--- config.mk ---
export PLATFORM = sky130hd
export DESIGN_NAME = ret_unstacker
export DESIGN_NICKNAME = d
export VERILOG_FILES = /design/src/rtl/ret_unstack_pkg.sv /design/src/rtl/ret_word_sched.sv /design/src/rtl/ret_result_reg.sv /design/src/rtl/ret_unstacker.sv
export SDC_FILE = /design/constraint.sdc
export NUM_CORES = 1
export LEC_CHECK = 0
export ABC_AREA = 1
export BUFFER_PORTS_ARGS = -buffer_cell sky130_fd_sc_hd__buf_2
export CAP_MARGIN = 15
export CORE_MARGIN = 2
export CORE_UTILIZATION = 61
export CTS_BUF_LIST = sky130_fd_sc_hd__clkbuf_4
export CTS_CLUSTER_DIAMETER = 150
export CTS_CLUSTER_SIZE = 24
export DETAILED_ROUTE_END_ITERATION = 6
export GPL_ROUTABILITY_DRIVEN = 0
export GPL_TIMING_DRIVEN = 1
export PLACE_DENSITY = 0.88
export SLEW_MARGIN = 20
export SYNTH_ARGS = -nofsm -noshare
export SYNTH_HDL_FRONTEND = slang
export SYNTH_SLANG_ARGS = --single-unit
--- constraint.sdc ---
create_clock -name clk -period 4.75 [get_ports clk]
set_input_delay 0.475 -clock clk [delete_from_list [all_inputs] [get_ports clk]]
set_output_delay 0.475 -clock clk [all_outputs]
set_load 0.02 [all_outputs]
--- src/rtl/ret_unstack_pkg.sv ---
package ret_unstack_pkg;
  typedef enum logic [1:0] {
    ROLE_PSW = 2'd0,
    ROLE_LO  = 2'd1,
    ROLE_HI  = 2'd2
  } word_role_e;

  typedef enum logic {
    ST_IDLE = 1'b0,
    ST_READ = 1'b1
  } seq_state_e;

  localparam int MAX_WORDS = 3;
  localparam int IDX_W     = 2;
endpackage

--- src/rtl/ret_word_sched.sv ---
// Latches the request, counts stack words and maps each index to its role.
module ret_word_sched
  import ret_unstack_pkg::*;
#(
  parameter int SP_W   = 16,
  parameter int WORD_W = 16
) (
  input  logic             clk,
  input  logic             rst_n,
  input  logic             load,
  input  logic             advance,
  input  logic [SP_W-1:0]  sp_in,
  input  logic             intr_in,
  input  logic             pz_in,
  output logic [SP_W-1:0]  rd_addr,
  output logic [SP_W-1:0]  sp_base,
  output logic [SP_W-1:0]  sp_next,
  output word_role_e       role,
  output logic             last,
  output logic             intr_q,
  output logic             pz_q
);
  localparam int STEP = WORD_W / 8;

  logic [SP_W-1:0]  base_q;
  logic [IDX_W-1:0] idx_q;
  logic [IDX_W-1:0] total;
  logic [IDX_W-1:0] eff_idx;

  always_ff @(posedge clk or negedge rst_n) begin
    if (!rst_n) begin
      base_q <= '0;
      idx_q  <= '0;
      intr_q <= 1'b0;
      pz_q   <= 1'b0;
    end else if (load) begin
      base_q <= sp_in;
      idx_q  <= '0;
      intr_q <= intr_in;
      pz_q   <= pz_in;
    end else if (advance) begin
      idx_q  <= last ? '0 : idx_q + 1'b1;
    end
  end

  always_comb begin
    total   = IDX_W'(1) + IDX_W'(intr_q) + IDX_W'(!pz_q);
    last    = (idx_q == total - 1'b1);
    eff_idx = idx_q - IDX_W'(intr_q);
    if (intr_q && idx_q == '0) role = ROLE_PSW;
    else if (eff_idx == '0)    role = ROLE_LO;
    else                       role = ROLE_HI;
    rd_addr = base_q + SP_W'(idx_q) * SP_W'(STEP);
    sp_next = base_q + SP_W'(total) * SP_W'(STEP);
    sp_base = base_q;
  end
endmodule

--- src/rtl/ret_result_reg.sv ---
// Stages popped words and commits PC, status word and SP with done.
module ret_result_reg
  import ret_unstack_pkg::*;
#(
  parameter int SP_W   = 16,
  parameter int WORD_W = 16,
  parameter int PC_W   = 24
) (
  input  logic              clk,
  input  logic              rst_n,
  input  logic              xfer,
  input  logic              last,
  input  word_role_e        role,
  input  logic              intr_q,
  input  logic              pz_q,
  input  logic [WORD_W-1:0] rd_data,
  input  logic [SP_W-1:0]   sp_next,
  output logic [PC_W-1:0]   pc_out,
  output logic [WORD_W-1:0] psw_out,
  output logic              psw_we,
  output logic [SP_W-1:0]   sp_out,
  output logic              done
);
  localparam int HI_W = PC_W - WORD_W;

  logic [WORD_W-1:0] lo_stage;
  logic [WORD_W-1:0] psw_stage;
  logic [WORD_W-1:0] lo_val;
  logic [WORD_W-1:0] psw_val;
  logic [HI_W-1:0]   hi_val;

  always_comb begin
    lo_val  = (role == ROLE_LO)  ? rd_data : lo_stage;
    psw_val = (role == ROLE_PSW) ? rd_data : psw_stage;
    hi_val  = (role == ROLE_HI && !pz_q) ? rd_data[HI_W-1:0] : '0;
  end

  always_ff @(posedge clk or negedge rst_n) begin
    if (!rst_n) begin
      lo_stage  <= '0;
      psw_stage <= '0;
      pc_out    <= '0;
      psw_out   <= '0;
      psw_we    <= 1'b0;
      sp_out    <= '0;
      done      <= 1'b0;
    end else begin
      done   <= 1'b0;
      psw_we <= 1'b0;
      if (xfer) begin
        lo_stage  <= lo_val;
        psw_stage <= psw_val;
        if (last) begin
          done   <= 1'b1;
          pc_out <= {hi_val, lo_val};
          sp_out <= sp_next;
          if (intr_q) begin
            psw_out <= psw_val;
            psw_we  <= 1'b1;
          end
        end
      end
    end
  end

  assert_we_only_with_done_R6: assert property (@(posedge clk) disable iff (!rst_n)
    psw_we |-> done);

  assert_done_single_R7: assert property (@(posedge clk) disable iff (!rst_n)
    done |=> !done);
endmodule

--- src/rtl/ret_unstacker.sv ---
module ret_unstacker
  import ret_unstack_pkg::*;
#(
  parameter int SP_W   = 16,
  parameter int WORD_W = 16,
  parameter int PC_W   = 24
) (
  input  logic              clk,
  input  logic              rst_n,
  input  logic              start,
  input  logic              ret_intr,
  input  logic [SP_W-1:0]   sp_in,
  input  logic              page_zero,
  output logic              rd_req,
  output logic [SP_W-1:0]   rd_addr,
  input  logic              rd_ready,
  input  logic [WORD_W-1:0] rd_data,
  output logic [PC_W-1:0]   pc_out,
  output logic [WORD_W-1:0] psw_out,
  output logic              psw_we,
  output logic [SP_W-1:0]   sp_out,
  output logic              done,
  output logic              busy
);
  localparam int HI_W = PC_W - WORD_W;

  seq_state_e      state_q;
  logic            load;
  logic            xfer;
  logic            last;
  logic            intr_q;
  logic            pz_q;
  word_role_e      role;
  logic [SP_W-1:0] sp_next;
  logic [SP_W-1:0] sp_base;
  logic [SP_W-1:0] sp_delta;

  assign busy   = (state_q == ST_READ);
  assign rd_req = busy;
  assign load   = start && !busy;
  assign xfer   = rd_req && rd_ready;

  always_ff @(posedge clk or negedge rst_n) begin
    if (!rst_n) begin
      state_q <= ST_IDLE;
    end else if (load) begin
      state_q <= ST_READ;
    end else if (xfer && last) begin
      state_q <= ST_IDLE;
    end
  end

  ret_word_sched #(.SP_W(SP_W), .WORD_W(WORD_W)) u_sched (
    .clk     (clk),
    .rst_n   (rst_n),
    .load    (load),
    .advance (xfer),
    .sp_in   (sp_in),
    .intr_in (ret_intr),
    .pz_in   (page_zero),
    .rd_addr (rd_addr),
    .sp_base (sp_base),
    .sp_next (sp_next),
    .role    (role),
    .last    (last),
    .intr_q  (intr_q),
    .pz_q    (pz_q)
  );

  ret_result_reg #(.SP_W(SP_W), .WORD_W(WORD_W), .PC_W(PC_W)) u_result (
    .clk     (clk),
    .rst_n   (rst_n),
    .xfer    (xfer),
    .last    (last),
    .role    (role),
    .intr_q  (intr_q),
    .pz_q    (pz_q),
    .rd_data (rd_data),
    .sp_next (sp_next),
    .pc_out  (pc_out),
    .psw_out (psw_out),
    .psw_we  (psw_we),
    .sp_out  (sp_out),
    .done    (done)
  );

  assign sp_delta = sp_out - sp_base;

  assert_req_hold_R8: assert property (@(posedge clk) disable iff (!rst_n)
    (rd_req && !rd_ready) |=> (rd_req && $stable(rd_addr)));

  assert_sp_step_R3: assert property (@(posedge clk) disable iff (!rst_n)
    done |-> (sp_delta == SP_W'(2) || sp_delta == SP_W'(4) || sp_delta == SP_W'(6)));

  assert_pz_upper_zero_R2: assert property (@(posedge clk) disable iff (!rst_n)
    (done && pz_q) |-> (pc_out[PC_W-1 -: HI_W] == '0));

  assert_start_ignored_R9: assert property (@(posedge clk) disable iff (!rst_n)
    (busy && !(xfer && last)) |=> busy);
endmodule

==> metrics.md, run 1 <==
| Metric | Value |
|---|---|
| Worst Hold Slack | `53.7 ps` |
| Die Width | `98.0 um` |
| Die H | `98.0 um` |
| RSZ-0062 raised after global routing | `no` |
| CP Max Fanout | `4` |
| Startpoint Class | `flip-flop` |
| CP max stage cell | `dfrtp_1` |
| # H-tree levels | `3` |
| Met3 routed wirelength | `920 um` |
| Commonest cells in the netlist | `nand2_1, dfrtp_1, inv_1, nand3_1, nand4_1` |
| Setup crit end | `rd_addr[15]` |
| Library cells used by synthesis | `27` |
| Drt total wl | `12.8 mm` |
| Status | `finished clean` |
| Initial antenna violation count | `0` |
| Final setup fails | `0` |
| WL met1 | `5.12 mm` |
| R2R depth | `8` |
| IO buf count | `113` |
| Die ar. | `9610 um2` |
| Cell Chain, Critical Path | `ha_1 -> inv_1 -> fa_1 -> nor3_1 -> nand3_1 -> xor2_1 -> buf_2` |
| Share of cells above drive strength 1 | `19.7%` |
| Post-cts sizing count | `0` |
| Mapped Cells | `668` |
| Design Area, Final | `6130 um2` |
| Rel. slew slack | `44.1%` |
| P&R area growth vs syn | `13.6%` |
| Metal2 WL | `6.38 mm` |
| Leak Pwr | `3.45 nW` |
| Post-Syn Nets | `715` |
| # nets final | `813` |
| Top-area cell type share of the netlist area | `51.5%` |
| Crit path kind | `flip-flop to output pin` |
| Worst ir drop on vdd | `0.440 mV` |
| Setup Skew | `26.5 ps` |
| Num CTS Buffers | `9` |
| Post-Layout Cell Count | `879` |
| Drt pass-1 iters | `5` |
| Post-Syn Area | `5390 um2` |
| Crit Reg-Reg Startpoint | `busy` |
| Min-delay worst type | `input pin to async pin` |
| CP peak stage delay | `480 ps` |
| Max layer used | `met4` |
| Max Root-Sink Buffers | `2` |
| Global route overflow | `0` |
| Placed Cells incl. Taps | `863` |
| Minimum clock period | `3040 ps` |
| Final period util | `64.0%` |
| Ant diodes | `0` |
| Area after DPL | `5980 um2` |
| Core Area | `8640 um2` |
| Sequential area share after synthesis | `51.5%` |
| Worst reg2reg setup slack | `2180 ps` |
| Max cap viols | `0` |
| Req. time, crit path | `4280 ps` |
| Detailed-placement wirelength estimate | `9.07 mm` |
| IO Pins | `114` |
| Via density | `5.48` |
| Post-DRT Antenna Nets | `0` |
| TritonCTS clock tree | `yes` |
| F_max | `329 MHz` |
| Final hold viol count | `0` |
| Wire per inst | `14.5 um` |
| Main synth FF type | `dfrtp_1` |
| Number of synthesized flops with an enable pin | `0` |
| # hold bufs at CTS | `0` |
| First-pass GRT wire length | `21.2 mm` |
| Clock Pin Slew Worst Setup and Hold Paths | `190 ps` |
| Initial DRC count | `271` |
| FILL cells | `702` |
| Max-slew violations | `0` |
| # clock sinks | `111` |
| Root buf cell | `clkbuf_4` |
| Sum Neg Setup Slack | `0 ps` |
| Reg-to-Reg End | `u_result.psw_out[8]` |
| GRT Resource Usage Total | `27.2%` |
| Pwr Density | `745 nW/um2` |
| Endpoint class of the critical path | `output pin` |
| Initial Utilization | `62.5%` |
| DR vias | `4816` |
| Arrival @ worst endpoint | `2570 ps` |
| # DRC | `0` |
| Min setup slack post-route | `1710 ps` |
| Syn Area/Cell | `8.07 um2` |
| Largest net degree at the start of global routing | `69` |
| Row count | `34` |
| Post-synth ARST share | `100%` |
| Post-CTS Setup Inserts | `0` |
| Yosys top cell by area | `dfrtp_1` |
| Yosys reg bits | `111` |
| Tightest Pin Transition | `839 ps` |
| Crit. Startpoint | `u_sched.idx_q[0]` |
| Post-place setup slack | `2100 ps` |
| Top cells by area, synth | `dfrtp_1, nand2_1, nand3_1` |
| Vias in the first global route | `4579` |
| Clock latency on the worst-skew pair | `480 ps` |
| Yosys warnings | `0` |
| Most common cell in the netlist | `nand2_1` |
## worst max-delay path: cells and delay by family, from the launching register on
kind,cells,cell delay (ps)
xor+xnor,1,160
flops,1,480
fa+ha+maj,2,650
simple gates,2,560
buf+inv,2,250
## worst min path at each step
stage / to / cells past startpoint / startpoint / slack [ps]
CTS: u_result.psw_out[5] / 1 / rst_n / 120
global route: u_result.psw_out[5] / 1 / rst_n / 140
floorplan: busy / 0 / rst_n / 180
finish: u_result.psw_out[5] / 1 / rst_n / 50
global placement: u_result.psw_out[13] / 2 / u_result.psw_out[13] / 450
detailed placement: u_result.psw_out[14] / 2 / u_result.psw_out[14] / 450
## layout make-up
class | count | area [um2] | share of cell area [%]
well taps | 108 | 135 | 2.20
multi-input cells | 466 | 2240 | 36.5
clock buffers | 11 | 82.6 | 1.35
repair buffers | 118 | 606 | 9.88
clock inverters | 5 | 66.3 | 1.08
inverters | 60 | 225 | 3.67
flip-flops and latches | 111 | 2780 | 45.3
## flip-flops by register name, summed over array words and instances (netlist names)
| signal | flops |
|---|---|
| busy | 1 |
| u_result.sp_out | 16 |
| u_result.done | 1 |
| u_result.psw_stage | 16 |
| u_sched.pz_q | 1 |
| u_result.psw_out | 16 |
| u_result.pc_out | 24 |
| u_sched.intr_q | 1 |
| u_sched.sp_base | 16 |
| u_result.psw_we | 1 |
| u_result.lo_stage | 16 |
| u_sched.idx_q | 2 |
## cells in the final DEF (no fill, tap or decap), types with 2 or more instances in the layout
cell / n
nand2_1: 275
clkbuf_4: 11
xor2_1: 15
dfrtp_1: 111
nand2_2: 2
a21oi_1: 11
mux2_2: 7
buf_2: 112
inv_1: 55
inv_2: 5
buf_4: 6
xnor2_1: 6
nor2_1: 23
nand3_1: 55
o21ai_1: 6
ha_1: 7
nand4_1: 26
o21ai_0: 25
fa_1: 2
## metal layers
layer | vias up | track usage [%]
met3 | 34 | 3.79
met5 | - | 0
li1 | 2293 | -
met1 | 2259 | 36.1
met2 | 230 | 45.4
met4 | 0 | 11.2
## power by group
group	switching, mW	internal [mW]	leakage, nW	total [mW]
combinational	1.66	0.761	1.98	2.42
clock	0.323	0.179	0.0796	0.502
sequential	0.290	1.36	1.39	1.65
## cells by family after synthesis
| family | after synthesis | share of synthesized area (%) |
|---|---|---|
| and+or+nand+nor | 385 | 29.9 |
| DFF | 111 | 51.5 |
| buffers and inverters | 91 | 7.03 |
| AOI/OAI and AO/OA | 44 | 4.34 |
| xor gates and xnor gates | 21 | 3.41 |
| adders and majority gates | 9 | 2.37 |
| muxes | 7 | 1.46 |
## per-stage QoR
| stage | power [mW] | utilization, % |
|---|---|---|
| detailed placement | 4.07 | 69.3 |
| global placement | 3.95 | 69.3 |
| CTS | 4.57 | 71.0 |
| floorplan | 3.40 | - |
| global route | 4.94 | 71.0 |
| finish | 4.57 | 71.0 |
(Power assumes the default switching activity.)
==> run 2: changes to the inputs <==
Settings changed: ABC_AREA 1 to 0, CORE_UTILIZATION 61 to 56, PLACE_DENSITY 0.88 to 0.82.
Clock period 4.75 ns to 3.1 ns, I/O delays scaled along.
==> metrics.md, run 2 <==
| Metric | Value |
|---|---|
| # DRC | `0 (unchanged)` |
| TritonCTS clock tree | `yes` |
| Core Area | `9060 um2 (+5.0%)` |
| Post-Syn Nets | `480 (-33%)` |
| Setup Skew | `17.7 ps (-8.83 ps)` |
| Post-CTS Setup Inserts | `0 (unchanged)` |
| CP Max Fanout | `8 (+4)` |
| Status | `finished clean` |
| Global route overflow | `0 (unchanged)` |
| Met2 usage | `35.8% (-9.6 points)` |
| Startpoint Class | `flip-flop` |
| P&R area growth vs syn | `15.1%` |
| Most common cell in the netlist | `dfrtp_1` |
| Busiest layer in global routing | `met2` |
| Commonest cells in the netlist | `dfrtp_1, nor2_1, a21oi_1` |
| Wire per inst | `16.5 um (+14%)` |
| Post-DRT Antenna Nets | `0 (unchanged)` |
| R2R depth | `9 (+1)` |
| Vias in the first global route | `3643 (-20%)` |
| Minimum clock period | `2770 ps` |
| Clock Pin Slew Worst Setup and Hold Paths | `170 ps (-20 ps)` |
| Die Width | `99.9 um (+1.9%)` |
| FILL cells | `734 (+4.6%)` |
| Min-delay worst type | `input pin to flip-flop` |
| Main synth FF type | `dfrtp_1` |
| Via density | `5.50 (+0.38%)` |
| Worst reg2reg setup slack | `430 ps (-1750 ps)` |
| Max Root-Sink Buffers | `2 (unchanged)` |
| Register name with the most flops | `u_result.pc_out` |
| # H-tree levels | `3 (unchanged)` |
| Req. time, crit path | `2790 ps (-1490 ps)` |
| Post-synth ARST share | `100% (unchanged)` |
| Final setup fails | `0 (unchanged)` |
| Crit Reg-Reg Startpoint | `u_sched.intr_q` |
| Initial DRC count | `190 (-30%)` |
| Max-slew violations | `0 (unchanged)` |
| Initial Utilization | `56.9% (-5.6 points)` |
| Root buf cell | `clkbuf_4` |
| Clock latency on the worst-skew pair | `440 ps (-40 ps)` |
| Arrival @ worst endpoint | `2460 ps (-110 ps)` |
| Worst ir drop on vdd | `0.636 mV (+44%)` |
| Tightest Pin Transition | `871 ps (+31.8 ps)` |
| F_max | `361 MHz` |
| Mapped Cells | `433 (-35%)` |
| Sequential area share after synthesis | `53.9% (+2.4 points)` |
| Hold Startpoint | `page_zero` |
| Initial antenna violation count | `0 (unchanged)` |
| Crit path kind | `flip-flop to output pin` |
| Number of synthesized flops with an enable pin | `0 (unchanged)` |
| First-pass GRT wire length | `17.9 mm (-16%)` |
| Final period util | `89.4%` |
| Syn Area/Cell | `11.9 um2 (+47%)` |
| Pwr Density | `1190 nW/um2 (+59%)` |
| Commonest non-fill, non-tap cell in the layout | `buf_2` |
| Sum Neg Setup Slack | `0 ps (unchanged)` |
| Post-Syn Area | `5150 um2 (-4.4%)` |
| Die H | `99.9 um (+1.9%)` |
| Max FFs per register | `24 (unchanged)` |
| Endpoint class of the critical path | `output pin` |
| IO Pins | `114 (unchanged)` |
| Hold path endpoint | `u_sched.pz_q` |
| Detailed-placement wirelength estimate | `7.75 mm (-15%)` |
| Ant diodes | `0 (unchanged)` |
| Yosys warnings | `0 (unchanged)` |
| RSZ-0062 raised after global routing | `no` |
| Library cells used by synthesis | `38 (+41%)` |
| Drt pass-1 iters | `4 (-1)` |
| Worst Hold Slack | `70.5 ps (+16.9 ps)` |
| Top-area cell type share of the netlist area | `53.9% (+2.4 points)` |
| Yosys reg bits | `111 (unchanged)` |
| Final hold viol count | `0 (unchanged)` |
| Reg-to-Reg End | `u_result.pc_out[3]` |
| Num CTS Buffers | `9 (unchanged)` |
| Top cells by area, synth | `dfrtp_1, mux2_2, mux2i_1` |
| Largest net degree at the start of global routing | `83 (+20%)` |
| Drt total wl | `10.8 mm (-15%)` |
| Most frequent cells in the layout | `buf_2, dfrtp_1, nor2_1` |
| Row count | `35 (+2.9%)` |
| Routing usage on met3 | `4.18% (+0.38 points)` |
| Final Power | `7.04 mW (+54%)` |
| Share of cells above drive strength 1 | `36.3% (+17 points)` |
| Yosys top cell by area | `dfrtp_1` |
| GRT Resource Usage Total | `22.4% (-4.8 points)` |
| M1 GR Usage | `31.4% (-4.7 points)` |
| Die ar. | `9990 um2 (+3.9%)` |
| Max cap viols | `0 (unchanged)` |
| # clock sinks | `111 (unchanged)` |
| DR vias | `3597 (-25%)` |
| # nets final | `585 (-28%)` |
| Leak Pwr | `2.83 nW (-18%)` |
| Hold path cells | `3` |
| Rel. slew slack | `41.8% (-2.3 points)` |
| IO buf count | `113 (unchanged)` |
run 2: logic make-up after synthesis:
family          synth area share [%]
flops                           53.9
simple gates                    9.51
mux                             17.9
compound gates                  7.65
buf+inv                         3.86
xor+xnor                        4.76
fa+ha+maj                       2.48
run 2: worst max-delay path, stage by stage, from the launching register on:
cell and delay, ps:
dfrtp_2 520, ha_1 210, inv_1 50, fa_1 470
nor3b_2 300, nand3_1 120, xnor2_1 160, buf_2 190
run 2: layer usage:
| layer | up-vias | share of wire (%) |
|---|---|---|
| met4 | 0 | 1.5 |
| met3 | 15 | 4.8 |
| met2 | 82 | 49 |
| met1 | 1802 | 45 |
| li1 | 1698 | - |
| met5 | - | 0 |
run 2: worst max path at each step:
stage | startpoint | end | slack, ps | cells after the start
after floorplan | u_sched.intr_q | u_result.sp_out[13] | 840 | 9
after global placement | u_sched.intr_q | u_result.sp_out[13] | 520 | 9
after detailed placement | u_sched.intr_q | u_result.pc_out[3] | 460 | 9
after CTS | u_sched.idx_q[0] | rd_addr[13] | 80 | 7
after global routing | u_sched.idx_q[0] | rd_addr[13] | 130 | 7
final | u_sched.idx_q[0] | rd_addr[13] | 330 | 7
run 2: timing repair:
item                                   CTS  global route
endpoints found under the hold margin   29             0
setup endpoints to repair                0             3
resized for setup                        0             2
hold buffers                             1             0
run 2: final cells by class:
class	count	area (um2)	area share, %
Tap cell	111	139	2.34
Timing Repair Buffer	123	658	11.1
Clock buffer	9	67.6	1.14
Clock inverter	7	65.1	1.10
Inverter	10	37.5	0.633
Multi-Input combinational cell	283	2190	36.8
Sequential cell	111	2780	46.8
run 2: power by group:
group	internal [mW]	total [mW]	switching, mW
Combinational	1.53	3.60	2.07
Sequential	2.17	2.75	0.581
Clock	0.184	0.683	0.499
Total	3.89	7.04	3.15
run 2: through the flow:
| step | utilization (%) | area (um2) | instances | worst slack, ps |
|---|---|---|---|---|
| after global placement | 63.8 | 5780 | 637 | 521 |
| after detailed placement | 63.8 | 5780 | 637 | 460 |
| final | 65.4 | 5930 | 654 | 328 |
| after floorplan | - | 5150 | 433 | 843 |
| after global routing | 65.4 | 5930 | 654 | 128 |
| after CTS | 65.4 | 5930 | 654 | 80.3 |
==> run 3: changes to the inputs <==
Settings changed: CELL_PAD_IN_SITES_DETAIL_PLACEMENT set to 0, CELL_PAD_IN_SITES_GLOBAL_PLACEMENT set to 1, CORE_UTILIZATION 56 to 44, PLACE_DENSITY 0.82 to unset, PLACE_DENSITY_LB_ADDON set to 0.1.
==> metrics.md, run 3 (synthesis results as in run 2) <==
| Metric | Value |
|---|---|
| Leak Pwr | `2.85 nW (+0.45%)` |
| Hold path endpoint | `u_sched.sp_base[2]` |
| Initial Utilization | `45.1% (-12 points)` |
| Row count | `39 (+11%)` |
| # H-tree levels | `3 (unchanged)` |
| Final hold viol count | `0 (unchanged)` |
| Most frequent cells in the layout | `buf_2, dfrtp_1, nor2_1` |
| First-pass GRT wire length | `19.0 mm (+6.4%)` |
| Initial antenna violation count | `1 (+1)` |
| Req. time, crit path | `2790 ps (about the same)` |
| Minimum clock period | `2870 ps (+99.5 ps)` |
| P&R area growth vs syn | `16.0%` |
| Largest net degree at the start of global routing | `74 (-11%)` |
| Min-delay worst type | `input pin to flip-flop` |
| Worst ir drop on vdd | `0.568 mV (-11%)` |
| Final period util | `92.6% (+3.2 points)` |
| Max-slew violations | `0 (unchanged)` |
| Pwr Density | `1180 nW/um2 (-0.75%)` |
| Die ar. | `12600 um2 (+26%)` |
| Register name with the most flops | `u_result.pc_out` |
| M1 GR Usage | `27.4% (-4.0 points)` |
| Detailed-placement wirelength estimate | `8.07 mm (+4.1%)` |
| R2R depth | `9 (unchanged)` |
| IO buf count | `113 (unchanged)` |
| Worst reg2reg setup slack | `420 ps (about the same)` |
| Worst Hold Slack | `55.7 ps (-14.9 ps)` |
| Post-DRT Antenna Nets | `0 (unchanged)` |
| Status | `finished clean` |
| Final setup fails | `0 (unchanged)` |
| Hold path cells | `3 (unchanged)` |
| Startpoint Class | `flip-flop` |
| Drt total wl | `11.4 mm (+5.2%)` |
| TritonCTS clock tree | `yes` |
| # clock sinks | `111 (unchanged)` |
| Clock latency on the worst-skew pair | `480 ps (+40 ps)` |
| DR vias | `3525 (-2.0%)` |
| # nets final | `586 (+0.17%)` |
| Num CTS Buffers | `9 (unchanged)` |
| Crit path kind | `flip-flop to output pin` |
| Endpoint class of the critical path | `output pin` |
| Routing usage on met3 | `3.73% (-0.45 points)` |
| GRT Resource Usage Total | `19.0% (-3.5 points)` |
| Die H | `112 um (+12%)` |
| Sum Neg Setup Slack | `0 ps (unchanged)` |
| Via density | `5.12 (-6.8%)` |
| Hold Startpoint | `sp_in[2]` |
| Root buf cell | `clkbuf_4` |
| Max Root-Sink Buffers | `2 (unchanged)` |
| Share of cells above drive strength 1 | `36.2% (-0.067 points)` |
| Core Area | `11400 um2 (+26%)` |
| Tightest Pin Transition | `965 ps (+94.5 ps)` |
| CP Max Fanout | `8 (unchanged)` |
| Vias in the first global route | `3591 (-1.4%)` |
| Drt pass-1 iters | `4 (unchanged)` |
| # DRC | `0 (unchanged)` |
| Global route overflow | `0 (unchanged)` |
| Commonest non-fill, non-tap cell in the layout | `buf_2` |
| Clock Pin Slew Worst Setup and Hold Paths | `160 ps (about the same)` |
| IO Pins | `114 (unchanged)` |
| Post-CTS Setup Inserts | `0 (unchanged)` |
| RSZ-0062 raised after global routing | `no` |
| Max cap viols | `0 (unchanged)` |
| Die Width | `112 um (+12%)` |
| Final core occ | `52.4% (-13 points)` |
| Max FFs per register | `24 (unchanged)` |
| Wire per inst | `16.5 um (about the same)` |
| Rel. slew slack | `35.4% (-6.4 points)` |
| Met2 usage | `28.3% (-7.5 points)` |
| Setup Skew | `26.0 ps (+8.34 ps)` |
| Reg-to-Reg End | `u_result.pc_out[2]` |
| F_max | `348 MHz (-3.5%)` |
| Initial DRC count | `191 (+0.53%)` |
| Busiest layer in global routing | `met2` |
| Crit Reg-Reg Startpoint | `u_sched.intr_q` |
| Arrival @ worst endpoint | `2560 ps (+100 ps)` |
==> run 3: worst max-delay path, cell delays in order, from the launching register on <==
cell and delay, ps:
dfrtp_2 520, ha_1 210, inv_1 50, fa_1 440
nor3b_1 390, nand3_1 150, xnor2_1 150, buf_2 180
==> run 3: worst max-delay path by stage <==
| stage | from | endpoint | slack (ps) | cells after the start |
|---|---|---|---|---|
| after detailed placement | u_sched.intr_q | u_result.sp_out[13] | 400 | 9 |
| final | u_sched.idx_q[0] | rd_addr[13] | 230 | 7 |
| after floorplan | u_sched.intr_q | u_result.sp_out[13] | 840 | 9 |
| after global routing | u_sched.idx_q[0] | rd_addr[13] | 40 | 7 |
| after CTS | u_sched.idx_q[0] | rd_addr[13] | 40 | 7 |
| after global placement | u_sched.intr_q | u_result.sp_out[3] | 530 | 9 |
==> run 3: metrics by stage <==
step / instance area (um2) / power [mW] / setup slack [ps] / instances
after detailed placement: 5830 / 6.39 / 403 / 670
after floorplan: 5150 / 5.35 / 843 / 433
after global placement: 5830 / 6.29 / 535 / 670
final: 5980 / 7.04 / 228 / 688
after CTS: 5980 / 7.13 / 42.0 / 687
after global routing: 5980 / 7.60 / 40.0 / 688
==> run 3: report_power, final <==
| group | internal [mW] | total [mW] | leakage [nW] | switching, mW |
|---|---|---|---|---|
| registers | 2.17 | 2.74 | 1.30 | 0.571 |
| clock network | 0.254 | 0.733 | 0.0778 | 0.479 |
| logic | 1.53 | 3.57 | 1.47 | 2.04 |
==> run 3: metal layers <==
layer	vias to the layer above	routed length, um	share of wire [%]
met5	-	0	0
met4	0	244	2.1
met3	16	596	5.3
met2	93	5110	45
met1	1711	5400	48
li1	1705	-	-
==> run 3: what timing repair did <==
action | CTS | global route
hold endpoints to repair | 71 | 0
endpoints found under the setup margin | 0 | 3
gates resized for setup | 0 | 1
hold buffers | 1 | 0
==> run 3: cell type report <==
cell class | count | area [um2]
diodes | 1 | 2.50
clock buffers | 10 | 75.1
clock inverters | 6 | 61.3
fillers | 1080 | 5440
inverters | 10 | 37.5
multi-input cells | 283 | 2180
flip-flops and latches | 111 | 2780
well taps | 143 | 179
repair buffers | 124 | 666
